$ cat config.mk
export PLATFORM = sky130hd
export DESIGN_NAME = pager_top
export DESIGN_NICKNAME = d
export VERILOG_FILES = /design/src/rtl/pager_pkg.sv /design/src/rtl/pager_datapath.sv /design/src/rtl/pager_ctrl.sv /design/src/rtl/pager_top.sv
export SDC_FILE = /design/constraint.sdc
export NUM_CORES = 1
export LEC_CHECK = 0
export BUFFER_PORTS_ARGS = -buffer_cell sky130_fd_sc_hd__buf_2
export CAP_MARGIN = 30
export CORE_MARGIN = 2
export CORE_UTILIZATION = 55
export CTS_CLUSTER_SIZE = 28
export DETAILED_ROUTE_END_ITERATION = 16
export PLACE_DENSITY = 0.84
export SLEW_MARGIN = 20
export SYNTH_ARGS = -nofsm -noshare
export SYNTH_HDL_FRONTEND = slang
export SYNTH_HIERARCHICAL = 1
export SYNTH_SLANG_ARGS = --single-unit
$ cat constraint.sdc
create_clock -name clk -period 7.17 [get_ports clk]
set_input_delay 1.434 -clock clk [delete_from_list [all_inputs] [get_ports clk]]
set_output_delay 1.434 -clock clk [all_outputs]
set_load 0.01 [all_outputs]
$ cat src/rtl/pager_pkg.sv
package pager_pkg;
  localparam int unsigned VA_W    = 15;
  localparam int unsigned PA_W    = 18;
  localparam int unsigned OFF_W   = 8;
  localparam int unsigned FRAME_W = PA_W - OFF_W;
  localparam int unsigned PAGE_W  = VA_W - OFF_W;
  localparam int unsigned N_WIN   = 2;
  localparam int unsigned SEL_W   = $clog2(N_WIN + 1);
  // flag positions inside an entry word; fixed by the entry format
  localparam int unsigned RO_BIT  = 7;
  localparam int unsigned SEC_BIT = 6;
  localparam int unsigned ACT_BIT = 5;

  typedef struct packed {
    logic [FRAME_W-1:0] frame;
    logic               ro;
    logic               sec;
    logic               act;
  } pte_t;

  typedef struct packed {
    logic             ptrLoad;
    logic [N_WIN-1:0] entLoad;
    logic             mapEn;
  } strobes_t;
endpackage

$ cat src/rtl/pager_datapath.sv
module pager_datapath
  import pager_pkg::*;
#(
  parameter int unsigned PTR_W = 18
) (
  input  logic            clk,
  input  logic            rstN,
  input  strobes_t        stb,
  input  logic [PA_W-1:0] regData,
  input  logic [VA_W-1:0] cpuAddr,
  output logic [PA_W-1:0] physAddr,
  output logic            hitAct,
  output logic            hitRo,
  output logic            hitSec,
  output logic            ptrNonZero
);
  localparam logic [PAGE_W-1:0] TOP_PAGE = {PAGE_W{1'b1}};

  logic [PTR_W-1:0] ptrQ;
  pte_t             entQ [N_WIN];
  logic [N_WIN-1:0] winHit;
  pte_t             selEnt;

  always_ff @(posedge clk or negedge rstN) begin
    if (!rstN)            ptrQ <= '0;
    else if (stb.ptrLoad) ptrQ <= PTR_W'(regData);
  end
  assign ptrNonZero = |ptrQ;

  for (genvar w = 0; w < N_WIN; w++) begin : g_win
    always_ff @(posedge clk or negedge rstN) begin
      if (!rstN) entQ[w] <= '0;
      else if (stb.entLoad[w]) begin
        entQ[w].frame <= regData[PA_W-1:OFF_W];
        entQ[w].ro    <= regData[RO_BIT];
        entQ[w].sec   <= regData[SEC_BIT];
        entQ[w].act   <= regData[ACT_BIT];
      end
    end
    assign winHit[w] = (cpuAddr[VA_W-1:OFF_W] == TOP_PAGE - PAGE_W'(w));

    p_entry_load_r8: assert property (@(posedge clk) disable iff (!rstN)
      stb.entLoad[w] |=> (entQ[w].frame == $past(regData[PA_W-1:OFF_W]))
                         && (entQ[w].act == $past(regData[ACT_BIT])));
  end

  always_comb begin
    selEnt = '0;
    for (int w = 0; w < N_WIN; w++)
      if (winHit[w]) selEnt = entQ[w];
  end

  assign hitAct = selEnt.act;
  assign hitRo  = selEnt.ro;
  assign hitSec = selEnt.sec;

  assign physAddr = stb.mapEn ? {selEnt.frame, cpuAddr[OFF_W-1:0]}
                              : PA_W'(cpuAddr);

  p_window_onehot_r4: assert property (@(posedge clk) disable iff (!rstN)
    $onehot0(winHit));
  p_ptr_load_r7: assert property (@(posedge clk) disable iff (!rstN)
    stb.ptrLoad |=> (ptrNonZero == ($past(regData[PTR_W-1:0]) != '0)));
endmodule

$ cat src/rtl/pager_ctrl.sv
module pager_ctrl
  import pager_pkg::*;
(
  input  logic             clk,
  input  logic             rstN,
  input  logic             regWe,
  input  logic [SEL_W-1:0] regSel,
  input  logic             cpuValid,
  input  logic             cpuWrite,
  input  logic             hitAct,
  input  logic             hitRo,
  input  logic             hitSec,
  input  logic             ptrNonZero,
  output strobes_t         stb,
  output logic             memWe,
  output logic             fault,
  output logic             pageSecure
);
  logic isStore;

  always_comb begin
    stb.ptrLoad = regWe && (regSel == '0);
    for (int w = 0; w < N_WIN; w++)
      stb.entLoad[w] = regWe && (regSel == SEL_W'(w + 1));
    stb.mapEn = ptrNonZero && hitAct;
  end

  assign isStore    = cpuValid && cpuWrite;
  assign fault      = isStore && stb.mapEn && hitRo;
  assign memWe      = isStore && !fault;
  assign pageSecure = stb.mapEn && hitSec;

  p_fault_blocks_r9: assert property (@(posedge clk) disable iff (!rstN)
    fault |-> (cpuValid && cpuWrite && !memWe));
  p_strobe_onehot_r4: assert property (@(posedge clk) disable iff (!rstN)
    $onehot0({stb.ptrLoad, stb.entLoad}));
  p_bad_sel_r11: assert property (@(posedge clk) disable iff (!rstN)
    (regSel > SEL_W'(N_WIN)) |-> ({stb.ptrLoad, stb.entLoad} == '0));
  p_secure_mapped_r10: assert property (@(posedge clk) disable iff (!rstN)
    pageSecure |-> ptrNonZero);
endmodule

$ cat src/rtl/pager_top.sv
module pager_top
  import pager_pkg::*;
#(
  parameter int unsigned PTR_W = 18
) (
  input  logic             clk,
  input  logic             rstN,
  input  logic [VA_W-1:0]  cpuAddr,
  input  logic             cpuValid,
  input  logic             cpuWrite,
  input  logic             regWe,
  input  logic [SEL_W-1:0] regSel,
  input  logic [PA_W-1:0]  regData,
  output logic [PA_W-1:0]  physAddr,
  output logic             memWe,
  output logic             fault,
  output logic             pageSecure
);
  strobes_t stb;
  logic hitAct, hitRo, hitSec, ptrNonZero;

  pager_ctrl u_ctrl (
    .clk(clk), .rstN(rstN), .regWe(regWe), .regSel(regSel),
    .cpuValid(cpuValid), .cpuWrite(cpuWrite), .hitAct(hitAct),
    .hitRo(hitRo), .hitSec(hitSec), .ptrNonZero(ptrNonZero),
    .stb(stb), .memWe(memWe), .fault(fault), .pageSecure(pageSecure)
  );

  pager_datapath #(.PTR_W(PTR_W)) u_dp (
    .clk(clk), .rstN(rstN), .stb(stb), .regData(regData),
    .cpuAddr(cpuAddr), .physAddr(physAddr), .hitAct(hitAct),
    .hitRo(hitRo), .hitSec(hitSec), .ptrNonZero(ptrNonZero)
  );

  localparam logic [PAGE_W-1:0] LOW_WIN_PAGE = {PAGE_W{1'b1}} - PAGE_W'(N_WIN - 1);

  p_offset_pass_r2: assert property (@(posedge clk) disable iff (!rstN)
    physAddr[OFF_W-1:0] == cpuAddr[OFF_W-1:0]);
  p_outside_pass_r3: assert property (@(posedge clk) disable iff (!rstN)
    (cpuAddr[VA_W-1:OFF_W] < LOW_WIN_PAGE) |-> (physAddr == PA_W'(cpuAddr)));
  p_upper_zero_r7: assert property (@(posedge clk) disable iff (!rstN)
    (physAddr[PA_W-1:VA_W] != '0) |-> (cpuAddr[VA_W-1:OFF_W] >= LOW_WIN_PAGE));
endmodule

==> results of run 1 <==
[power by group]
part,switching [mW],total (mW),internal (mW)
clock network,0.0742,0.153,0.0785
registers,0.0241,0.319,0.295
logic,0.0377,0.0962,0.0585
[cell type report]
class,count,area (µm²),area share [%]
clock buffer,8,90.1,3.75
sequential,44,1100,45.9
multi-input combinational,97,867,36.1
inverter,6,22.5,0.938
timing repair buffer,47,259,10.8
tap,48,60.1,2.50
[registers in the layout (all words and copies together), names as in the netlist]
name       cells
u_dp/ptrQ     18
u_dp/entQ     26
[layer usage]
layer  vias to the layer above  wire length [µm]
met5                         -                 0
met4                         0                77
met3                         9               261
met2                        54              2050
met1                       679              1720
li1                        644                 -
[cell usage after synthesis, types with 2 or more instances]
master,instances
mux2_2,50
dfrtp_1,44
nand2_1,9
buf_4,8
buf_2,6
inv_1,6
mux2i_1,6
o22ai_1,6
nor2_1,5
nor3b_1,4
nand3_1,3
nor4_1,3
and4_1,2
clkbuf_1,2
or4_1,2
[stage by stage]
step           area, µm²  util [%]  cells
6_report            2400      65.6    250
5_1_grt             2400      65.6    250
4_1_cts             2380      65.0    249
3_5_place_dp        2290      62.5    241
3_3_place_gp        2280      62.2    240
2_1_floorplan       2080         -    163
[worst min path at each step]
stage / start / to / cells past startpoint
after floorplan: u_dp/ptrQ[9] / u_dp/ptrQ[9] / 1
after global placement: u_dp/ptrQ[1] / u_dp/ptrQ[1] / 1
after detailed placement: u_dp/ptrQ[1] / u_dp/ptrQ[1] / 1
after CTS: u_dp/ptrQ[1] / u_dp/ptrQ[1] / 1
after global routing: u_dp/ptrQ[1] / u_dp/ptrQ[1] / 1
final: u_dp/ptrQ[1] / u_dp/ptrQ[1] / 1
[cells by family after synthesis]
kind of cell / after synthesis / synth area share (%)
and+or+nand+nor: 32 / 8.65
AOI/OAI and AO/OA: 9 / 2.82
buffers and inverters: 22 / 5.77
DFF: 44 / 52.9
muxes: 56 / 29.9
==> metrics.txt, run 1 <==
Top Usage Layer GRT=met2; antenna cells=0; IO Pins=61; critical path startpoint category=input port; Most common cell on crit path=buf_2; fmax=215 MHz; CTS resizes=0; HPWL Detailed=3080 µm; core box area=0.00366 mm²; Net Count, Synth=203; GRT met1 Usage=26.3%; Max rail drop VDD=0.164 mV; Std-Cell Rows=22; Initial Util=56.9%; CP Depth=8; global route overflow=0; Crit Reg-Reg Startpoint=u_dp/entQ[20]; CTS Buf Count=5; RR Endpoint=u_dp/entQ[20]; Final ANT Viol Nets=0; Via density=5.54; number of synthesized flops with an enable pin=0; hold buffers post-CTS=0; Max-slew headroom=57.0%; ys async rst share=100%; drt wl/cell=16.5 µm; die area=0.00430 mm²; Min-Delay Path Class=reg2reg; RSZ-0062 raised after global routing=no; Detailed Route WL=4110 µm; Final Worst Setup Slack=2.52 ns; top cells by area, synth=dfrtp_1 (53%), mux2_2 (27%), mux2i_1 (2.9%); crit-path max FO=18; fin. max-slew vios=0; Worst path max stage delay=0.39 ns; Post-Syn Area=0.00208 mm²; GRT met3 Usage=5.48%; maxcap violations=0; Worst Tran Pin Value=0.644 ns; Worst-path clk slew=0.07 ns; number of fill cells in the layout=283; commonest non-fill, non-tap cells in the layout=mux2_2 (50), buf_2 (44), dfrtp_1 (44), nand2_1 (9); WHS=0.504 ns; clk_skew=0 ns; PwrDens=237 mW/mm²; WP buf/inv=2; Reg2Reg Depth=1; Lkg Pwr=1.08 nW; first-pass GRT wire length=6680 µm; Residual DRC=0; port bufs=44; share of cells above drive strength 1=53.0%; largest area contributor in the netlist=dfrtp_1; end of the critical path=physAddr[8]; Setup crit end kind=primary output; Max clock buf depth=2; Fin. Hold Viols=0; CP cell instances=buf_2, and4_1, nand3_1, nor2_1, and2_4, nand2_1, o31ai_1, buf_2; part of the cycle the worst path needs=64.8%; r2r setup slk=6.40 ns; 1st-iter DRT viols=52; slowest CP cell=nand3_1; CTS Sinks=44; initial antenna violation count=0; # setup viols final=0; crit path launch=cpuAddr[9]; H-tree Lvls=2; min Tclk post-route=4.65 ns; WS Path Type=in2out; Mapped Cells=163; met2 usage=35.3%; Post-CTS Setup Bufs=0; Synth Flop Type=dfrtp_1; post-synth top area share=52.9%; DR vias=1,386; Synth cell types=22; most common cell after layout, fill and taps aside=mux2_2; Data arrival, critical path=3.21 ns; CTS tree=yes; Synth Register Bits=44; total track usage=21.2%; worst path required time=5.74 ns; Fin Setup TNS=0 ns; Die Wd=65.5 µm; total chip power=0.568 mW; First-pass DRT Iterations=4; Place WS=2.54 ns; largest net degree at the start of global routing=45; syn avg cell area=12.8 µm²; outcome=finished clean; Seq/Total Area, Yosys=52.9%; GP Congestion=0.783; Area Overhead vs Synth=15.2%; CP top delay family=simple AND/OR/NAND/NOR gates; clk_lat worst skew=0.28 ns; vias in the first global route=1,415; Synth warnings=6; layout net count=241; Root Driver=clkbuf_8; Die Y=65.5 µm
Power figures use the tool's default switching activity.
==> run 2: changes to the inputs <==
- ABC_AREA: default -> 1
- CORE_UTILIZATION: 55 -> 47
- PLACE_DENSITY: 0.84 -> 0.76
- clock period: 7.17 -> 3.9 ns (I/O delays scaled with it)
==> metrics.txt, run 2 <==
Seq/Total Area, Yosys=50.1% (was 52.9%); Die Wd=72.4 µm (was 65.5 µm); Lkg Pwr=1.23 nW (was 1.08 nW); Die Y=72.4 µm (was 65.5 µm); Synth Flop Type=dfrtp_1 (unchanged); crit-path max FO=10 (was 18); outcome=finished clean (unchanged); vias in the first global route=1,678 (was 1,415); Top Registers=u_dp/entQ (26), u_dp/ptrQ (18) (unchanged); max reg flops=26 (unchanged); fin cells=335 (was 250); Via density=5.11 (was 5.54); most flop-heavy register=u_dp/entQ (unchanged); Worst-path clk slew=0.09 ns (was 0.07 ns); antenna cells=0 (unchanged); CTS resizes=0 (unchanged); CTS tree=yes (unchanged); Fin. Hold Viols=0 (unchanged); Mapped Cells=245 (was 163); critical path startpoint category=input port (unchanged); fmax=301 MHz; first-pass GRT wire length=7730 µm (was 6680 µm); Residual DRC=0 (unchanged); WS Path Type=in2out (unchanged); largest net degree at the start of global routing=45 (unchanged); fin. max-slew vios=0 (unchanged); CTS Buf Count=5 (unchanged); synth cell count leaders=nand2_1 (62), dfrtp_1 (44), inv_1 (29) (was mux2_2 (50), dfrtp_1 (44), nand2_1 (9)); GP Congestion=0.816 (was 0.783); WP buf/inv=4 (was 2); hold buffers post-CTS=0 (unchanged); min Tclk post-route=3.33 ns; Synth Register Bits=44 (unchanged); commonest non-fill, non-tap cells in the layout=nand2_1 (62), buf_2 (44), dfrtp_1 (44), inv_1 (29) (was mux2_2 (50), buf_2 (44), dfrtp_1 (44), nand2_1 (9)); PwrDens=411 mW/mm² (was 237 mW/mm²); Setup crit end kind=primary output (unchanged); CP cell instances=buf_2, nand2_1, nor2_4, nand2_1, o22ai_1, nand2_1, inv_1, clkinv_1, a21oi_1, buf_2 (was buf_2, and4_1, nand3_1, nor2_1, and2_4, nand2_1, o31ai_1, buf_2); slowest CP cell=clkinv_1 (was nand3_1); Area Overhead vs Synth=13.4% (was 15.2%); multi-input logic area=825 µm² (was 867 µm²); # setup viols final=0 (unchanged); Max rail drop VDD=0.256 mV (was 0.164 mV); IO Pins=61 (unchanged); Synth warnings=6 (unchanged); clk_lat worst skew=0.30 ns (was 0.28 ns); number of fill cells in the layout=404 (was 283); global route overflow=0 (unchanged); Net Count, Synth=285 (was 203); most frequent cell after synthesis=nand2_1 (was mux2_2); CTS Sinks=44 (unchanged); Worst Tran Pin Value=0.483 ns (was 0.644 ns); port bufs=44 (unchanged); post-synth top area share=50.1% (was 52.9%); core box area=0.00441 mm² (was 0.00366 mm²); maxcap violations=0 (unchanged); syn avg cell area=8.97 µm² (was 12.8 µm²); 1st-iter DRT viols=58 (was 52); layout net count=322 (was 241); Max-slew headroom=67.8% (was 57.0%); Post-Syn Area=0.00220 mm² (was 0.00208 mm²); Root Driver=clkbuf_8 (unchanged); Detailed Route WL=4630 µm (was 4110 µm); Post-Place Cells=326 (was 241); ys async rst share=100% (unchanged); part of the cycle the worst path needs=85.3%; HPWL Detailed=3340 µm (was 3080 µm); Reg2Reg Depth=1 (unchanged); share of cells above drive strength 1=31.4% (was 53.0%); drt wl/cell=13.8 µm (was 16.5 µm); most common cell after layout, fill and taps aside=nand2_1 (was mux2_2); Synth cell types=21 (was 22); top cells by area, synth=dfrtp_1 (50%), mux2_2 (11%), nand2_1 (11%) (was dfrtp_1 (53%), mux2_2 (27%), mux2i_1 (2.9%)); die area=0.00524 mm² (was 0.00430 mm²); Most common cell on crit path=nand2_1 (was buf_2); Worst path max stage delay=0.34 ns (was 0.39 ns); RSZ-0062 raised after global routing=no (unchanged); worst path required time=3.12 ns (was 5.74 ns); register area=0.00110 mm² (unchanged); Data arrival, critical path=2.55 ns (was 3.21 ns); total track usage=19.3% (was 21.2%); Final ANT Viol Nets=0 (unchanged); Max clock buf depth=2 (unchanged); Min-Delay Path Class=in2async (was reg2reg); Post-CTS Setup Bufs=0 (unchanged); largest area contributor in the netlist=dfrtp_1 (unchanged); initial antenna violation count=0 (unchanged); H-tree Lvls=2 (unchanged); Std-Cell Rows=24 (was 22); number of synthesized flops with an enable pin=0 (unchanged); Fin Setup TNS=0 ns (unchanged); DR vias=1,713 (was 1,386); CP top delay family=buffers and inverters (was simple AND/OR/NAND/NOR gates); clk_skew=0 ns (unchanged); Initial Util=49.8% (was 56.9%); First-pass DRT Iterations=4 (unchanged); CP Depth=10 (was 8)
run 2: cell count changes after synthesis, sizes merged, moves of 6 or more:
cell / previous run / this run
mux2i: 6 / 0
mux2: 50 / 22
nand3: 3 / 22
nand2: 9 / 63
inv: 6 / 30
buf: 14 / 20
o21ai: 0 / 22
run 2: final timing paths:
path / startpoint / endpoint / slack (ns)
hold / removal: rstN / u_dp/ptrQ[10] / 0.43
setup reg to reg: u_dp/entQ[19] / u_dp/entQ[19] / 3.12
max in group asynchronous: rstN / u_dp/entQ[23] / 2.99
min in group clk: u_dp/entQ[16] / u_dp/entQ[16] / 0.52
hold reg to reg: u_dp/entQ[16] / u_dp/entQ[16] / 0.52
setup / recovery: cpuAddr[13] / physAddr[16] / 0.57
run 2: final cells by class:
class	instances	share of cell area, %
multi-input combinational	149	33.1
clock inverter	3	0.954
tap	52	2.61
clock buffer	5	2.76
inverter	31	4.67
sequential	44	44.2
timing repair buffer	51	11.7
run 2: kinds of logic (layout without fill, tap and decap cells):
family                 after synthesis  after routing  share of synthesized area [%]
DFF                                 44             44                           50.1
buffers and inverters               52             90                           12.5
muxes                               22             22                           11.3
AOI/OAI and AO/OA                   28             28                           6.55
and+or+nand+nor                     99             99                           19.6
run 2: routing by layer:
metal  vias up  part of all wire (%)  GRT usage, %
li1        844                     -             -
met1       809                    44          24.8
met2        51                    49          32.1
met3         9                   5.5          5.14
met4         0                   1.5          5.97
met5         -                     0             0
run 2: power breakdown:
group          internal, mW  switching [mW]  leakage [nW]
Sequential            0.537          0.0345         0.531
Combinational        0.0757          0.0860         0.659
Clock                 0.127           0.164        0.0404
Total                 0.739           0.285          1.23
run 2: stage by stage:
| stage | worst slack, ns | util (%) | total power [mW] | instance area (µm²) | hold WS, ns |
|---|---|---|---|---|---|
| 4_1_cts | 0.596 | 55.8 | 1.03 | 2460 | 0.518 |
| 2_1_floorplan | 1.02 | - | 0.684 | 2200 | 0.481 |
| 3_3_place_gp | 0.698 | 53.7 | 0.729 | 2370 | 0.491 |
| 3_5_place_dp | 0.610 | 53.7 | 0.740 | 2370 | 0.498 |
| 6_report | 0.573 | 56.5 | 1.02 | 2490 | 0.426 |
| 5_1_grt | 0.350 | 56.5 | 1.08 | 2490 | 0.449 |
==> run 3: changes to the inputs <==
- MAX_ROUTING_LAYER: default -> met4
==> metrics.txt, run 3 (synthesis results as in run 2) <==
outcome=finished clean (unchanged); fin. max-slew vios=0 (unchanged); Worst Tran Pin Value=0.503 ns (was 0.483 ns); Data arrival, critical path=2.53 ns (was 2.55 ns); HPWL Detailed=3340 µm (unchanged); part of the cycle the worst path needs=84.9% (was 85.3%); sequential fraction of design power=55.8% (about the same); clk_lat worst skew=0.30 ns (about the same); max reg flops=26 (unchanged); CTS Buf Count=5 (unchanged); Reg2Reg Depth=1 (unchanged); layout net count=322 (unchanged); slowest CP cell=clkinv_1 (unchanged); most common cell after layout, fill and taps aside=nand2_1 (unchanged); min Tclk post-route=3.31 ns (was 3.33 ns); vias in the first global route=1,675 (was 1,678); maxcap violations=0 (unchanged); H-tree Lvls=2 (unchanged); commonest non-fill, non-tap cells in the layout=nand2_1 (62), buf_2 (44), dfrtp_1 (44), inv_1 (29) (unchanged); Residual DRC=0 (unchanged); DR vias=1,696 (was 1,713); hold buffers post-CTS=0 (unchanged); initial antenna violation count=0 (unchanged); 1st-iter DRT viols=48 (was 58); drt wl/cell=13.5 µm (was 13.8 µm); global route overflow=0 (unchanged); die area=0.00524 mm² (unchanged); first-pass GRT wire length=7760 µm (was 7730 µm); Max-slew headroom=66.5% (was 67.8%); r2r setup slk=3.13 ns (was 3.12 ns); RR Endpoint=u_dp/entQ[19] (unchanged); Min-Delay Path Class=in2async (unchanged); CP cell instances=buf_2, nand2_1, nor2_4, nand2_1, o22ai_1, nand2_1, inv_1, clkinv_1, a21oi_1, buf_2 (unchanged); WHS=0.432 ns (was 0.426 ns); core box area=0.00441 mm² (unchanged); GP Congestion=0.828 (was 0.816); worst path required time=3.12 ns (about the same); CTS tree=yes (unchanged); Crit Reg-Reg Startpoint=u_dp/entQ[19] (unchanged); Place WS=0.610 ns (unchanged); Lkg Pwr=1.23 nW (unchanged); Final ANT Viol Nets=0 (unchanged); Die Wd=72.4 µm (unchanged); fmax=302 MHz (was 301 MHz); share of cells above drive strength 1=31.4% (unchanged); Worst path max stage delay=0.33 ns (was 0.34 ns); Max clock buf depth=2 (unchanged); PwrDens=410 mW/mm² (was 411 mW/mm²); Setup crit end kind=primary output (unchanged); WS Path Type=in2out (unchanged); total chip power=1.02 mW (about the same); IO Pins=61 (unchanged); critical path startpoint category=input port (unchanged); fin util=56.5% (unchanged); Root Driver=clkbuf_8 (unchanged); Fin. Hold Viols=0 (unchanged); CTS Sinks=44 (unchanged); Max rail drop VDD=0.251 mV (was 0.256 mV); clk_skew=0 ns (unchanged); largest net degree at the start of global routing=45 (unchanged); RSZ-0062 raised after global routing=no (unchanged); Worst-path clk slew=0.09 ns (about the same); P_int=0.739 mW (about the same); Initial Util=49.8% (unchanged); antenna cells=0 (unchanged); Std-Cell Rows=24 (unchanged); Sw Share=27.7% (was 27.8%); Fin Setup TNS=0 ns (unchanged); crit-path max FO=10 (unchanged); port bufs=44 (unchanged); # setup viols final=0 (unchanged); First-pass DRT Iterations=4 (unchanged); Final Worst Setup Slack=0.589 ns (was 0.573 ns); number of fill cells in the layout=406 (was 404); Gate power share=15.7% (was 15.8%); CTS resizes=0 (unchanged); Most common cell on crit path=nand2_1 (unchanged); total track usage=19.9% (was 19.3%); Via density=5.06 (was 5.11); clock share of power=28.5% (was 28.4%); Top Registers=u_dp/entQ (26), u_dp/ptrQ (18) (unchanged); P_sw=0.283 mW (was 0.285 mW); Area Overhead vs Synth=13.4% (unchanged); Die Y=72.4 µm (unchanged); most flop-heavy register=u_dp/entQ (unchanged); Detailed Route WL=4520 µm (was 4630 µm); Post-CTS Setup Bufs=0 (unchanged)
## run 3: area by class of cell
class	count	area, µm²	share of cell area, %
flip-flops and latches	44	1100	44.2
multi-input cells	149	825	33.1
repair buffers	51	293	11.7
inverters	31	116	4.67
clock buffers	5	68.8	2.76
well taps	52	65.1	2.61
clock inverters	3	23.8	0.954
## run 3: worst max-delay path by stage
stage                 from      endpoint  slack [ns]  depth (start not counted)
6_report       cpuAddr[13]  physAddr[17]        0.59                         10
5_1_grt        cpuAddr[13]  physAddr[17]        0.34                         10
4_1_cts        cpuAddr[13]  physAddr[16]        0.60                         10
3_5_place_dp   cpuAddr[13]  physAddr[16]        0.61                         10
3_3_place_gp   cpuAddr[13]  physAddr[16]        0.70                         10
2_1_floorplan  cpuAddr[11]  physAddr[15]        1.02                         10
## run 3: per-layer routing
metal	wire length (µm)	share of wire, %	global-route usage [%]
met1	2050	45	25.1
met2	2200	49	32.1
met3	216	4.8	4.86
met4	58	1.3	5.97
met5	0	0	-
## run 3: critical path: cells and delay by family
kind	cells	cell delay, ns
buffers and inverters	4	0.78
AND/OR/NAND/NOR	4	0.50
AO/OA/AOI/OAI	2	0.45
## run 3: through the flow
stage               instances  area [µm²]
floorplan                 245        2200
global placement          326        2370
detailed placement        326        2370
CTS                       334        2460
global route              335        2490
finish                    335        2490
## run 3: power by group through the flow
stage          combinational (mW)  clock (mW)  sequential [mW]
5_1_grt                     0.186       0.315            0.580
6_report                    0.161       0.291            0.571
4_1_cts                     0.160       0.299            0.571
2_1_floorplan               0.116           0            0.568
3_3_place_gp                0.153           0            0.576
3_5_place_dp                0.160           0            0.580
